--- config.mk ---
export PLATFORM = sky130hd
export DESIGN_NAME = usb_mode_ctrl
export DESIGN_NICKNAME = d
export VERILOG_FILES = /design/src/rtl/usb_mode_pkg.sv /design/src/rtl/usb_cmd_decode.sv /design/src/rtl/usb_mode_regs.sv /design/src/rtl/usb_addr_reg.sv /design/src/rtl/usb_irq_qual.sv /design/src/rtl/usb_mode_ctrl.sv
export SDC_FILE = /design/constraint.sdc
export NUM_CORES = 1
export LEC_CHECK = 0
export ABC_AREA = 0
export BUFFER_PORTS_ARGS = -buffer_cell sky130_fd_sc_hd__buf_2
export CAP_MARGIN = 40
export CORE_MARGIN = 4
export CORE_UTILIZATION = 30
export CTS_BUF_LIST = sky130_fd_sc_hd__clkbuf_4 sky130_fd_sc_hd__clkbuf_8
export DETAILED_ROUTE_END_ITERATION = 6
export GPL_TIMING_DRIVEN = 0
export SYNTH_ARGS = -nofsm -noshare
export SYNTH_HDL_FRONTEND = slang
export SYNTH_SLANG_ARGS = --single-unit
--- constraint.sdc ---
create_clock -name clk -period 0.85 [get_ports clk]
set_clock_uncertainty 0.1 [all_clocks]
set_input_delay 0.085 -clock clk [delete_from_list [all_inputs] [get_ports clk]]
set_output_delay 0.085 -clock clk [all_outputs]
set_load 0.02 [all_outputs]
--- src/rtl/usb_mode_pkg.sv ---
package usb_mode_pkg;
  localparam int BYTE_W = 8;
  localparam logic [7:0] CMD_MODE_WR = 8'hB8;
  localparam logic [7:0] CMD_MODE_RD = 8'hB9;
  localparam logic [7:0] CMD_ADDR_WR = 8'hD0;
  localparam logic [7:0] CMD_ADDR_RD = 8'hD1;
  localparam int BIT_DMAW = 7;
  localparam int BIT_SUSP = 5;
  localparam int BIT_INTE = 3;
  localparam int BIT_DBG  = 2;
  localparam int BIT_SOFT = 0;
  localparam logic [7:0] MODE_MASK = 8'hAD;
  typedef enum logic [2:0] {
    OP_NONE, OP_MODE_WR, OP_MODE_RD, OP_ADDR_WR, OP_ADDR_RD
  } op_e;
endpackage

--- src/rtl/usb_cmd_decode.sv ---
module usb_cmd_decode
  import usb_mode_pkg::*;
(
  input  logic       cmd_valid,
  input  logic [7:0] cmd_code,
  output op_e        op
);
  always_comb begin
    op = OP_NONE;
    if (cmd_valid) begin
      unique case (cmd_code)
        CMD_MODE_WR: op = OP_MODE_WR;
        CMD_MODE_RD: op = OP_MODE_RD;
        CMD_ADDR_WR: op = OP_ADDR_WR;
        CMD_ADDR_RD: op = OP_ADDR_RD;
        default:     op = OP_NONE;
      endcase
    end
  end
endmodule

--- src/rtl/usb_mode_regs.sv ---
module usb_mode_regs
  import usb_mode_pkg::*;
(
  input  logic              clk,
  input  logic              rst_n,
  input  logic              wr_en,
  input  logic [BYTE_W-1:0] wr_byte,
  output logic [BYTE_W-1:0] mode_q,
  output logic              suspend_req
);
  logic [BYTE_W-1:0] mode_next;
  assign mode_next = wr_byte & MODE_MASK;

  always_ff @(posedge clk or negedge rst_n) begin
    if (!rst_n) begin
      mode_q      <= '0;
      suspend_req <= 1'b0;
    end else begin
      suspend_req <= wr_en && mode_q[BIT_SUSP] && !mode_next[BIT_SUSP];
      if (wr_en) mode_q <= mode_next;
    end
  end

  p_susp_pulse_r5: assert property (@(posedge clk) disable iff (!rst_n)
    suspend_req |=> !suspend_req);
  p_susp_cause_r5: assert property (@(posedge clk) disable iff (!rst_n)
    suspend_req |-> (!mode_q[BIT_SUSP] && $past(mode_q[BIT_SUSP])));
  p_mode_hold_r9: assert property (@(posedge clk) disable iff (!rst_n)
    !wr_en |=> $stable(mode_q));
endmodule

--- src/rtl/usb_addr_reg.sv ---
module usb_addr_reg
  import usb_mode_pkg::*;
(
  input  logic              clk,
  input  logic              rst_n,
  input  logic              wr_en,
  input  logic              bus_rst,
  input  logic [BYTE_W-1:0] wr_byte,
  output logic [BYTE_W-1:0] addr_q
);
  always_ff @(posedge clk or negedge rst_n) begin
    if (!rst_n)       addr_q <= '0;
    else if (bus_rst) addr_q <= '0;
    else if (wr_en)   addr_q <= wr_byte;
  end

  p_busrst_clear_r9: assert property (@(posedge clk) disable iff (!rst_n)
    bus_rst |=> (addr_q == '0));
endmodule

--- src/rtl/usb_irq_qual.sv ---
module usb_irq_qual (
  input  logic clk,
  input  logic rst_n,
  input  logic intena,
  input  logic dbg,
  input  logic ev_nak,
  input  logic ev_err,
  input  logic ev_bulk_ack,
  input  logic ev_iso_done,
  output logic irq
);
  logic dbg_hit, norm_hit;
  assign dbg_hit  = ev_nak | ev_err;
  assign norm_hit = ev_bulk_ack | ev_iso_done;

  always_ff @(posedge clk or negedge rst_n) begin
    if (!rst_n) irq <= 1'b0;
    else        irq <= intena && (dbg ? dbg_hit : norm_hit);
  end

  p_irq_gate_r6: assert property (@(posedge clk) disable iff (!rst_n)
    irq |-> $past(intena));
  p_irq_dbg_src_r7: assert property (@(posedge clk) disable iff (!rst_n)
    (irq && $past(dbg)) |-> $past(ev_nak || ev_err));
  p_irq_norm_src_r7: assert property (@(posedge clk) disable iff (!rst_n)
    (irq && !$past(dbg)) |-> $past(ev_bulk_ack || ev_iso_done));
endmodule

--- src/rtl/usb_mode_ctrl.sv ---
module usb_mode_ctrl
  import usb_mode_pkg::*;
#(
  parameter int DATA_W = 16,
  parameter int ADDR_W = 7
) (
  input  logic              clk,
  input  logic              rst_n,
  input  logic              cmd_valid,
  input  logic [7:0]        cmd_code,
  input  logic [DATA_W-1:0] wr_data,
  output logic              rd_valid,
  output logic [DATA_W-1:0] rd_data,
  input  logic              ext_pullup,
  input  logic              usb_bus_reset,
  input  logic              ev_nak,
  input  logic              ev_err,
  input  logic              ev_bulk_ack,
  input  logic              ev_iso_done,
  output logic              dma_wide,
  output logic              dev_enable,
  output logic [ADDR_W-1:0] dev_addr,
  output logic              pullup_en,
  output logic              suspend_req,
  output logic              irq
);
  localparam int PAD_W = DATA_W - BYTE_W;

  op_e               op;
  logic [BYTE_W-1:0] wr_byte, mode_q, addr_q, rd_byte;

  assign wr_byte = wr_data[BYTE_W-1:0];

  usb_cmd_decode u_dec (.cmd_valid(cmd_valid), .cmd_code(cmd_code), .op(op));

  usb_mode_regs u_mode (
    .clk(clk), .rst_n(rst_n), .wr_en(op == OP_MODE_WR), .wr_byte(wr_byte),
    .mode_q(mode_q), .suspend_req(suspend_req)
  );

  usb_addr_reg u_addr (
    .clk(clk), .rst_n(rst_n), .wr_en(op == OP_ADDR_WR), .bus_rst(usb_bus_reset),
    .wr_byte(wr_byte), .addr_q(addr_q)
  );

  usb_irq_qual u_irq (
    .clk(clk), .rst_n(rst_n), .intena(mode_q[BIT_INTE]), .dbg(mode_q[BIT_DBG]),
    .ev_nak(ev_nak), .ev_err(ev_err), .ev_bulk_ack(ev_bulk_ack),
    .ev_iso_done(ev_iso_done), .irq(irq)
  );

  assign dma_wide   = mode_q[BIT_DMAW];
  assign pullup_en  = mode_q[BIT_SOFT] & ~ext_pullup;
  assign dev_enable = addr_q[BYTE_W-1];
  assign dev_addr   = addr_q[ADDR_W-1:0];
  assign rd_byte    = (op == OP_ADDR_RD) ? addr_q : mode_q;

  generate
    if (PAD_W > 0) begin : g_wide
      logic unused_hi;
      assign unused_hi = ^wr_data[DATA_W-1:BYTE_W];
      always_ff @(posedge clk or negedge rst_n) begin
        if (!rst_n) rd_data <= '0;
        else if (op == OP_MODE_RD || op == OP_ADDR_RD)
          rd_data <= {{PAD_W{1'b0}}, rd_byte};
      end
      p_rd_upper_zero_r2: assert property (@(posedge clk) disable iff (!rst_n)
        rd_valid |-> (rd_data[DATA_W-1:BYTE_W] == '0));
    end else begin : g_narrow
      always_ff @(posedge clk or negedge rst_n) begin
        if (!rst_n) rd_data <= '0;
        else if (op == OP_MODE_RD || op == OP_ADDR_RD) rd_data <= rd_byte;
      end
    end
  endgenerate

  always_ff @(posedge clk or negedge rst_n) begin
    if (!rst_n) rd_valid <= 1'b0;
    else        rd_valid <= (op == OP_MODE_RD) || (op == OP_ADDR_RD);
  end

  p_rd_resp_r1: assert property (@(posedge clk) disable iff (!rst_n)
    rd_valid |-> $past(cmd_valid && (cmd_code == CMD_MODE_RD || cmd_code == CMD_ADDR_RD)));
  p_pullup_mask_r8: assert property (@(posedge clk) disable iff (!rst_n)
    ext_pullup |-> !pullup_en);
endmodule

* Word-level counts from Yosys, hierarchy flattened *
Cells that the tools add are included.
W data, S select, Z words.

storage, ports and cells
  register bits after elaboration = 24
  bits of input ports = 33
  output and inout port bits = 29
  logic and storage cells = 30

operators by class
  equal/unequal tests = 8
  muxes and demuxes = 6
  bitwise logic cells = 4
  reductions and logical operators = 6

operators with widths
  kind                  number
  $eq A8 B8 Y1 const B  4
  $mux W8               3
  $pmux W3 S4           1
  $eq A3 B2 Y1 const B  2
  $eq A3 B1 Y1 const B  1
  $eq A3 B3 Y1 const B  1
  $logic_and A1 B1 Y1   3
  $mux W3               1
  $or A1 B1 Y1          2
  $reduce_bool A2 Y1    1
  $and A1 B1 Y1         1
  $logic_not A1 Y1      1
  $logic_or A1 B1 Y1    1
  $mux W1               1
  $not A1 Y1            1

* Logic depth before layout (Yosys ltp) *
Gate-level depths: netlist of the first run.

  depth after elaboration = 6
  depth in mapped cells = 5
  depth with buffers taken out = 4

* By module *
From an unflattened synthesis of the first run, not the netlist that was laid out.

second synthesis, totals
  cells, all modules = 130
  area total of the unflattened synthesis = 1371.3 um^2

by module, submodules not included
  module          instances  cells each  area an instance (um^2)  sequential area each (um^2)
  usb_mode_ctrl   1          74          675.6                    225.2
  usb_addr_reg    1          26          325.3                    200.2
  usb_mode_regs   1          16          242.7                    150.1
  usb_cmd_decode  1          11          83.8                     0.0
  usb_irq_qual    1          3           43.8                     25.0

* Worst setup path after synthesis of the first run *
No wires, ideal clock.

  path type = in2reg
  start point = input cmd_code[0]
  end point = register u_addr.addr_q[0]
  setup time = 132 ps
  data arrival time = 1245 ps
  data required time = 618 ps
  setup slack = -628 ps
  cell stages on the path = 5
  path buffers = 1
  path through = nor4b_4 or4b_1 buf_2 nand2_1 a21oi_1

between the ends
  longest elaborated chain between the ends = 5
  elaborated cells between the ends (all ways) = 8
  those cells by class = eq/ne (5); mux (2); reduce/logical (1)

ends and longest elaborated chain
  element                         line                  source
  start, declared                 usb_mode_ctrl.sv:10   input logic [7:0] cmd_code,
  $eq A8 B8 Y1                    usb_cmd_decode.sv:11  unique case (cmd_code)
  $pmux W3 S4 *                   usb_cmd_decode.sv:11
  $mux W3 *                       usb_cmd_decode.sv:10  if (cmd_valid) begin
  $eq A3 B2 Y1 *                  usb_mode_ctrl.sv:42   .clk(clk), .rst_n(rst_n), .wr_en(op == OP_ADDR_WR), .bus_rst(usb_bus_reset),
  $reduce_bool A2 Y1 (no line) *  n/a
  end signal, assigned            usb_addr_reg.sv:14    else if (wr_en) addr_q <= wr_byte;
  end, declared                   usb_addr_reg.sv:9     output logic [BYTE_W-1:0] addr_q

Every way passes the cells marked *; elsewhere a longest branch is shown, timed or not.
A chain may end at the register's enable or synchronous reset.

* Worst setup path after layout of the first run *
  start point = input cmd_code[1]
  end point = register u_addr.addr_q[2]

Same word-level chain as after synthesis.

==> results of run 1 <==
[power by group]
group | internal, W | switching (W) | total [W]
clock | 0.000261 | 0.000334 | 0.000595
combinational | 0.000166 | 0.000167 | 0.000334
sequential | 0.00116 | 0.0000125 | 0.00117
[cell type report]
type,instances,area (um2)
timing repair buffer,82,716
fill,274,1250
inverter,1,3.75
sequential,24,607
buffer,11,97.6
multi-input combinational,67,624
tap,46,57.6
clock buffer,4,36.3
[path summary, 6_finish.rpt]
kind | from | endpoint | slack, ns | cells after the start
max | cmd_code[1] | u_addr.addr_q[2] | -0.35 | 6
max reg2reg | u_mode.mode_q[7] | u_mode.mode_q[7] | -0.15 | 2
max in group asynchronous | rst_n | u_addr.addr_q[2] | 0.26 | 2
min in group asynchronous | rst_n | u_addr.addr_q[1] | 0.12 | 2
min reg2reg | u_mode.mode_q[3] | u_irq.irq | 0.46 | 1
min | ev_iso_done | u_irq.irq | -0.07 | 2
[per-stage QoR]
step | setup TNS (ns) | total power, W
CTS | -8.50 | 0.00211
global route | -10.39 | 0.00221
finish | -8.88 | 0.00210
global placement | -16.57 | 0.00142
floorplan | -8.08 | 0.00131
detailed placement | -16.38 | 0.00142
[repair_timing]
action | 4_1_cts | 5_1_grt
hold endpoints to repair | 39 | 1
endpoints found under the setup margin | 44 | 49
gates cloned | 0 | 0
pin swaps | 25 | 2
setup buffers | 23 | 7
gates resized for setup | 86 | 12
[cell usage in the layout (no fill, tap or decap), drive strengths merged, types with 2 or more instances in the layout]
cell type / Yosys / final
dfrtp: 24 / 24
conb: 1 / 8
buf: 10 / 82
a21oi: 8 / 8
o2bb2ai: 5 / 5
nand3: 10 / 10
a22oi: 5 / 5
a32o: 3 / 3
nor3: 2 / 2
clkbuf: 1 / 6
mux2: 5 / 5
nor2: 2 / 2
nand2: 12 / 12
dlygate4sd3: 0 / 9
[state kept, by name, indices dropped and copies added (netlist names)]
| signal | cells |
|---|---|
| rd_valid | 1 |
| u_addr.addr_q | 8 |
| u_mode.mode_q | 5 |
| u_irq.irq | 1 |
| u_mode.suspend_req | 1 |
| rd_data | 8 |
[routing by layer]
layer  vias to the layer above  wire length (um)
met5                         -                 0
met4                         0                26
met3                         2               197
met2                        35              1890
met1                       528              1370
li1                        524                 -
[critical path: stages]
cell and delay (ns):
sky130_fd_sc_hd__buf_8 0.10, sky130_fd_sc_hd__nor4b_4 0.29, sky130_fd_sc_hd__or4b_4 0.51, sky130_fd_sc_hd__buf_12 0.17, sky130_fd_sc_hd__nand2_2 0.06, sky130_fd_sc_hd__a21oi_2 0.05
[cells by family after synthesis]
| family | share of synthesized area |
|---|---|
| AO/OA/AOI/OAI | 0.155 |
| other | 0.00349 |
| buffers and inverters | 0.0710 |
| multiplexers | 0.0524 |
| flip-flops | 0.559 |
| AND/OR/NAND/NOR | 0.159 |
==> results.txt, run 1 <==
* CTS root buf: sky130_fd_sc_hd__clkbuf_4
- Most used standard cells in the synthesized netlist: sky130_fd_sc_hd__dfrtp_1, sky130_fd_sc_hd__nand2_1, sky130_fd_sc_hd__nand3_1
- After global routing, the most crowded layer is met2.
* Max Buffers Root-to-Sink: 2
- Entering global routing, the biggest net connects 25 pins.
- The number of max-slew violations in the final report was 0.
* Met3 Track Usage GR: 0.0246
* Remaining design rule violation count: 0
- Maximum capacitance violations: 0
- Clock latency on the worst-skew pair: between 0.3 and 0.4 ns
* Final hold vios: 1
- Final layout net count: 223
* Post-synthesis area per instance: 11.2 um2
- Total via count in the routed design: between 1,000 and 1,500
- Worst slack after detailed placement: -1.00 ns
- Global-route met2 utilization: 0.300
* Placed cells: 193
- Hold Crit Class: primary input to flop
* Slew margin rel.: 0.576
- The count of nets left with antenna violations once routing finished came out at 0.
* Final core area utilization: 0.632
- In the global route stage, met1 resource usage came out at 0.179.
- Finish-stage setup viols: 43
- The routed design has 3480 um of wire.
* Total inserted antenna cells: 0
* VDD IR max: approximately 0.54 mV
* Number of cells produced by synthesis: 96
* Vias in the first global route: between 1,000 and 1,500
- For this configuration, the core starts out at a cell density of 0.317.
* Setup repair after global routing missed its margin: yes
* Pin slew with the least headroom to its limit: 0.636 ns
- Timing would allow up to 0.836 GHz.
- Max Fanout on Critical Path: 8
- Post-synthesis sequential element count: 24
- Number of CTS-inserted buffers: 3
- The die is 67.9 um tall.
* CP endpoint kind: flop
* Number of top-level design ports: between 60 and 70
- The most used flip-flop cell after synthesis is sky130_fd_sc_hd__dfrtp_1.
- Required time at the worst-slack endpoint: 0.93 ns
- Final weighted congestion of routability-driven global placement: 0.749
- Drt initial violations: 39
- For this design the static power due to leakage is 0.993 nW.
- Site row count: 21
* Crit path kind: primary input to flop
- The wire-length estimate of the detail-placed layout is 2000 um.
- For this run the aggregate overflow at the end of global routing stands at 0.
- The final reports fail on negative hold slack, negative setup slack.
- Max H-tree Level: 1
- The worst setup path is launched from a primary input.
- After layout, the minimum clock period comes to 1.20 ns.
* Library cell occupying the most area in the post-synthesis netlist: sky130_fd_sc_hd__dfrtp_1
- Counting distinct cell types in the post-synthesis netlist gives 24.
- The run finished, with violations left.
- For this run, the total global-route usage over all layers was measured as 0.156.
- After synthesis the cells add up to 1070 um2.
- In this run the horizontal extent of the chip is 67.9 um.
- After layout, the worst setup slack is -0.346 ns.
- Proportion of synthesized chip area in sequential cells: 0.559
- The clock drives 24 sinks.
- Final std cells w/o fill: roughly 240
- Post-route clock period utilization: 1.41
- Count of flip-flops with a built-in enable after synthesis: 0
* Warning count from the yosys run: 0
* Count of hold buffers inserted by post-cts repair: 9
- Using the TritonRoute via totals, the vias-per-cell ratio works out to around 4.6.
- Synth area leaders: sky130_fd_sc_hd__dfrtp_1, sky130_fd_sc_hd__buf_4, sky130_fd_sc_hd__mux2_2
- Share of async-settable or async-resettable flops after synthesis: 1.00
- Placeable core region: ~3400 um2
- Share of layout cells above drive strength 1: 0.683
* Clock transition at the registers of the reported paths: about 0.12 ns
* Area post-placement: between 1000 and 1500 um2
- Die Footprint: 4600 um2
- Relative area change from synthesis to final layout: 99.3%
- Count of buffers from port buffering: 44
* Most frequent cell after synthesis: sky130_fd_sc_hd__dfrtp_1
- STA puts the critical path data arrival time at 1.27 ns.
- The first TritonRoute pass finished after 4 iterations.
- TritonCTS clock tree: yes
* Power per Cell Area: 980 nW/um2
- Worst hold slack: -0.0729 ns
- Of the post-synthesis cell area, the dominant cell type holds 0.559.
- Number of antenna violations at the first check in global routing: 0
- The first global-routing pass estimated around 5300 um of wire.
- Detail-routed net length per standard cell: ~15 um
- Post-layout instance area: between 2000 and 2500 um2
(Power assumes the default switching activity.)
==> inputs of run 2 (changes only) <==
CORE_MARGIN = not set   (was 4)
CORE_UTILIZATION = 38   (was 30)
CTS_BUF_LIST = not set   (was sky130_fd_sc_hd__clkbuf_4 sky130_fd_sc_hd__clkbuf_8)
PLACE_DENSITY = 0.74   (was not set)
==> results.txt, run 2 (synthesis results as in run 1) <==
- Status: complete, but fails checks
- The final reports fail on negative hold slack, negative setup slack.
- The number of placed instances, taps included, is 177.
- Fin Setup TNS: -9.14 ns
- Dividing the detail-routed wire length by the instance count gives between 15 and 20 um.
- The worst hold path passes through 2 cells.
- The signal on the critical path passes through buf_8 > nor4b_4 > or4b_4 > buf_12 > nand2_4 > a21oi_2.
* Die outline height: roughly 55 um
* Crit-path max cell delay: 0.51 ns
- The critical path contains buffers and inverters numbering 2 combined.
- With fillers left out, the area of the finished cells amounts to between 2000 and 2500 um2.
- Timing analysis after detailed placement gives a worst setup slack of -1.03 ns.
- The number of max-slew violations in the final report was 0.
- Leak: between 0.9 and 1 nW
- Remaining design rule violation count: 0
* Hold Crit Class: primary input to flop
- Number of antenna violations at the first check in global routing: 0
* Part of the power in registers: 0.551
* Detailed placer's ending HPWL: 1910 um
* CTS root buf: sky130_fd_sc_hd__clkbuf_4
* Largest net degree at the start of global routing: 25
- Headroom to the max-slew limit came out at 0.579.
* Switching power of the nets: 0.000536 W
* Clock share of power: 0.287
- Counting every sink on the clock net gives 24.
* Required time at the worst-slack endpoint: 0.93 ns
- Grouping stages by cell kind, the critical path spends the most delay in simple AND/OR/NAND/NOR gates.
- The congestion estimate from routability-driven global placement came to approximately 0.76.
* Max Fanout on Critical Path: 8
- Buffers inserted during clock tree synthesis total 3.
- Post-route clock period utilization: 1.38
- Final period demand of the worst path: between 1 and 1.5 ns
- The number of global-route vias before repair was between 1,000 and 1,500.
* Endpoint of the worst register-to-register path: u_mode.mode_q[0]
* Count of hold buffers inserted by post-cts repair: 8
- The internal power of the cells totals 0.00159 W.
- In this run the critical register-to-register path is launched from u_mode.mode_q[0].
- Clock latency on the worst-skew pair, taken at its later pin, is 0.31 ns.
- Share of layout cells above drive strength 1: 0.681
* Setup repair after global routing missed its margin: yes
- Commonest cells after routing, fill and taps aside: sky130_fd_sc_hd__buf_6, sky130_fd_sc_hd__buf_4, sky130_fd_sc_hd__buf_2
- Number of top-level design ports: 62
- TritonCTS built the clock tree.
- Arrival time at the worst endpoint: about 1.3 ns
- Counting cells, the worst reg-to-reg path comes to 3.
- Based on the critical path, the design can be clocked at up to 0.850 GHz.
- The initial utilization of the core area, before any placement, comes to 0.419.
- The number of hold violations in the final report is 4.
* VDD IR max: 0.832 mV
* 1st-pass router iterations: 4
- Power per Cell Area: about 1000 nW/um2
* Overall track demand over capacity in global routing: 0.260
- Count of buffers from port buffering: 44
* Most frequent standard cell in the layout excluding fill and tap cells: sky130_fd_sc_hd__buf_6
- The die covers around 3000 um2.
- Fillers: 138
- Endpoint, Worst Hold: u_mode.suspend_req
- The detailed router finished its first iteration with 17 violations.
- Relative contribution of combinational cells to total power: 0.162
* Net switching share of the total power: 0.252
* Worst hold slack: -0.137 ns
* Slack of the worst reg-to-reg path: -0.26 ns
- Max Buffers Root-to-Sink: 2
- Clock transition at the registers of the reported paths: approximately 0.14 ns
- The largest registers in the layout are rd_data (8), u_addr.addr_q (8), u_mode.mode_q (5).
- Finish-stage setup viols: 44
* Maximum capacitance violations: 0
- The core region is 2570 um2.
- The first global-routing pass estimated 5460 um of wire.
* Relative area change from synthesis to final layout: 97.4%
* Hold path startpoint: wr_data[5]
* Cell with the largest stage delay on the worst path: sky130_fd_sc_hd__or4b_4
* Vias per Instance: 5.28
- The floorplan has 18 rows.
* Total via count in the routed design: 1,151
- CP endpoint kind: flop
- Summing all placed instances gives a cell area of 1420 um2.
- Width of the chip: 55.2 um
- The number of antenna diodes in the final layout is 0.
- In this run the number of H-tree levels came out at 1.
* Final std cells w/o fill: 218
- The count of nets left with antenna violations once routing finished came out at 0.
- Crit path kind: primary input to flop
* Overflow left after global routing: 0
- Pin slew with the least headroom to its limit: between 0.6 and 0.7 ns
- Minimum setup slack in the final design: -0.326 ns
- The final layout contains 222 nets.
- The routed design has 3920 um of wire.
- STA classifies the critical path startpoint as a primary input.
[run 2: metrics by stage]
stage	util	power [W]	hold WS, ns
final	0.827	0.00212	-0.137
after CTS	0.799	0.00209	-0.147
after global placement	0.553	0.00142	-0.0217
after global routing	0.827	0.00220	-0.154
after detailed placement	0.553	0.00142	-0.00797
after floorplan	-	0.00131	-0.311
[run 2: worst max path at each step]
| stage | from | to | slack (ns) | depth (start not counted) |
|---|---|---|---|---|
| after floorplan | cmd_code[0] | u_addr.addr_q[1] | -0.63 | 5 |
| after global placement | cmd_code[0] | u_addr.addr_q[7] | -1.02 | 6 |
| after detailed placement | cmd_code[0] | u_addr.addr_q[6] | -1.03 | 6 |
| after CTS | cmd_code[2] | u_addr.addr_q[6] | -0.32 | 6 |
| after global routing | cmd_code[1] | u_addr.addr_q[4] | -0.35 | 6 |
| final | cmd_code[1] | u_addr.addr_q[4] | -0.33 | 6 |
[run 2: layout make-up]
| cell class | count | area [um2] | area share |
|---|---|---|---|
| buffer | 11 | 97.6 | 0.0460 |
| clock buffer | 4 | 36.3 | 0.0171 |
| inverter | 1 | 3.75 | 0.00177 |
| multi-input combinational | 67 | 618 | 0.291 |
| sequential | 24 | 607 | 0.286 |
| tap | 30 | 37.5 | 0.0177 |
| timing repair buffer | 81 | 722 | 0.340 |
[run 2: routing by layer]
metal | vias up | track usage | routed length [um]
met3 | 8 | 0.0437 | 206
met1 | 577 | 0.314 | 1550
met4 | 0 | 0.117 | 82
li1 | 517 | - | -
met2 | 49 | 0.450 | 2080
met5 | - | 0 | 0
[run 2: power groups by stage]
stage                     registers (W)  clock network, W  logic (W)
final                           0.00117          0.000609   0.000343
after global routing            0.00117          0.000664   0.000368
after CTS                       0.00117          0.000599   0.000319
after detailed placement        0.00119                 0   0.000235
after global placement          0.00119                 0   0.000228
after floorplan                 0.00119                 0   0.000113
[run 2: worst reg2reg max path: cells and delay by family (launching register included)]
family | cells | cell delay (ns)
DFF | 1 | 0.41
muxes | 1 | 0.26
buffers and inverters | 2 | 0.25
[run 2: what timing repair did]
| action | 4_1_cts | 5_1_grt |
|---|---|---|
| buffers inserted | 25 | 5 |
| pin swaps | 23 | 3 |
| gates resized for setup | 88 | 10 |
| endpoints found under the hold margin | 39 | 4 |
| setup endpoints to repair | 44 | 61 |
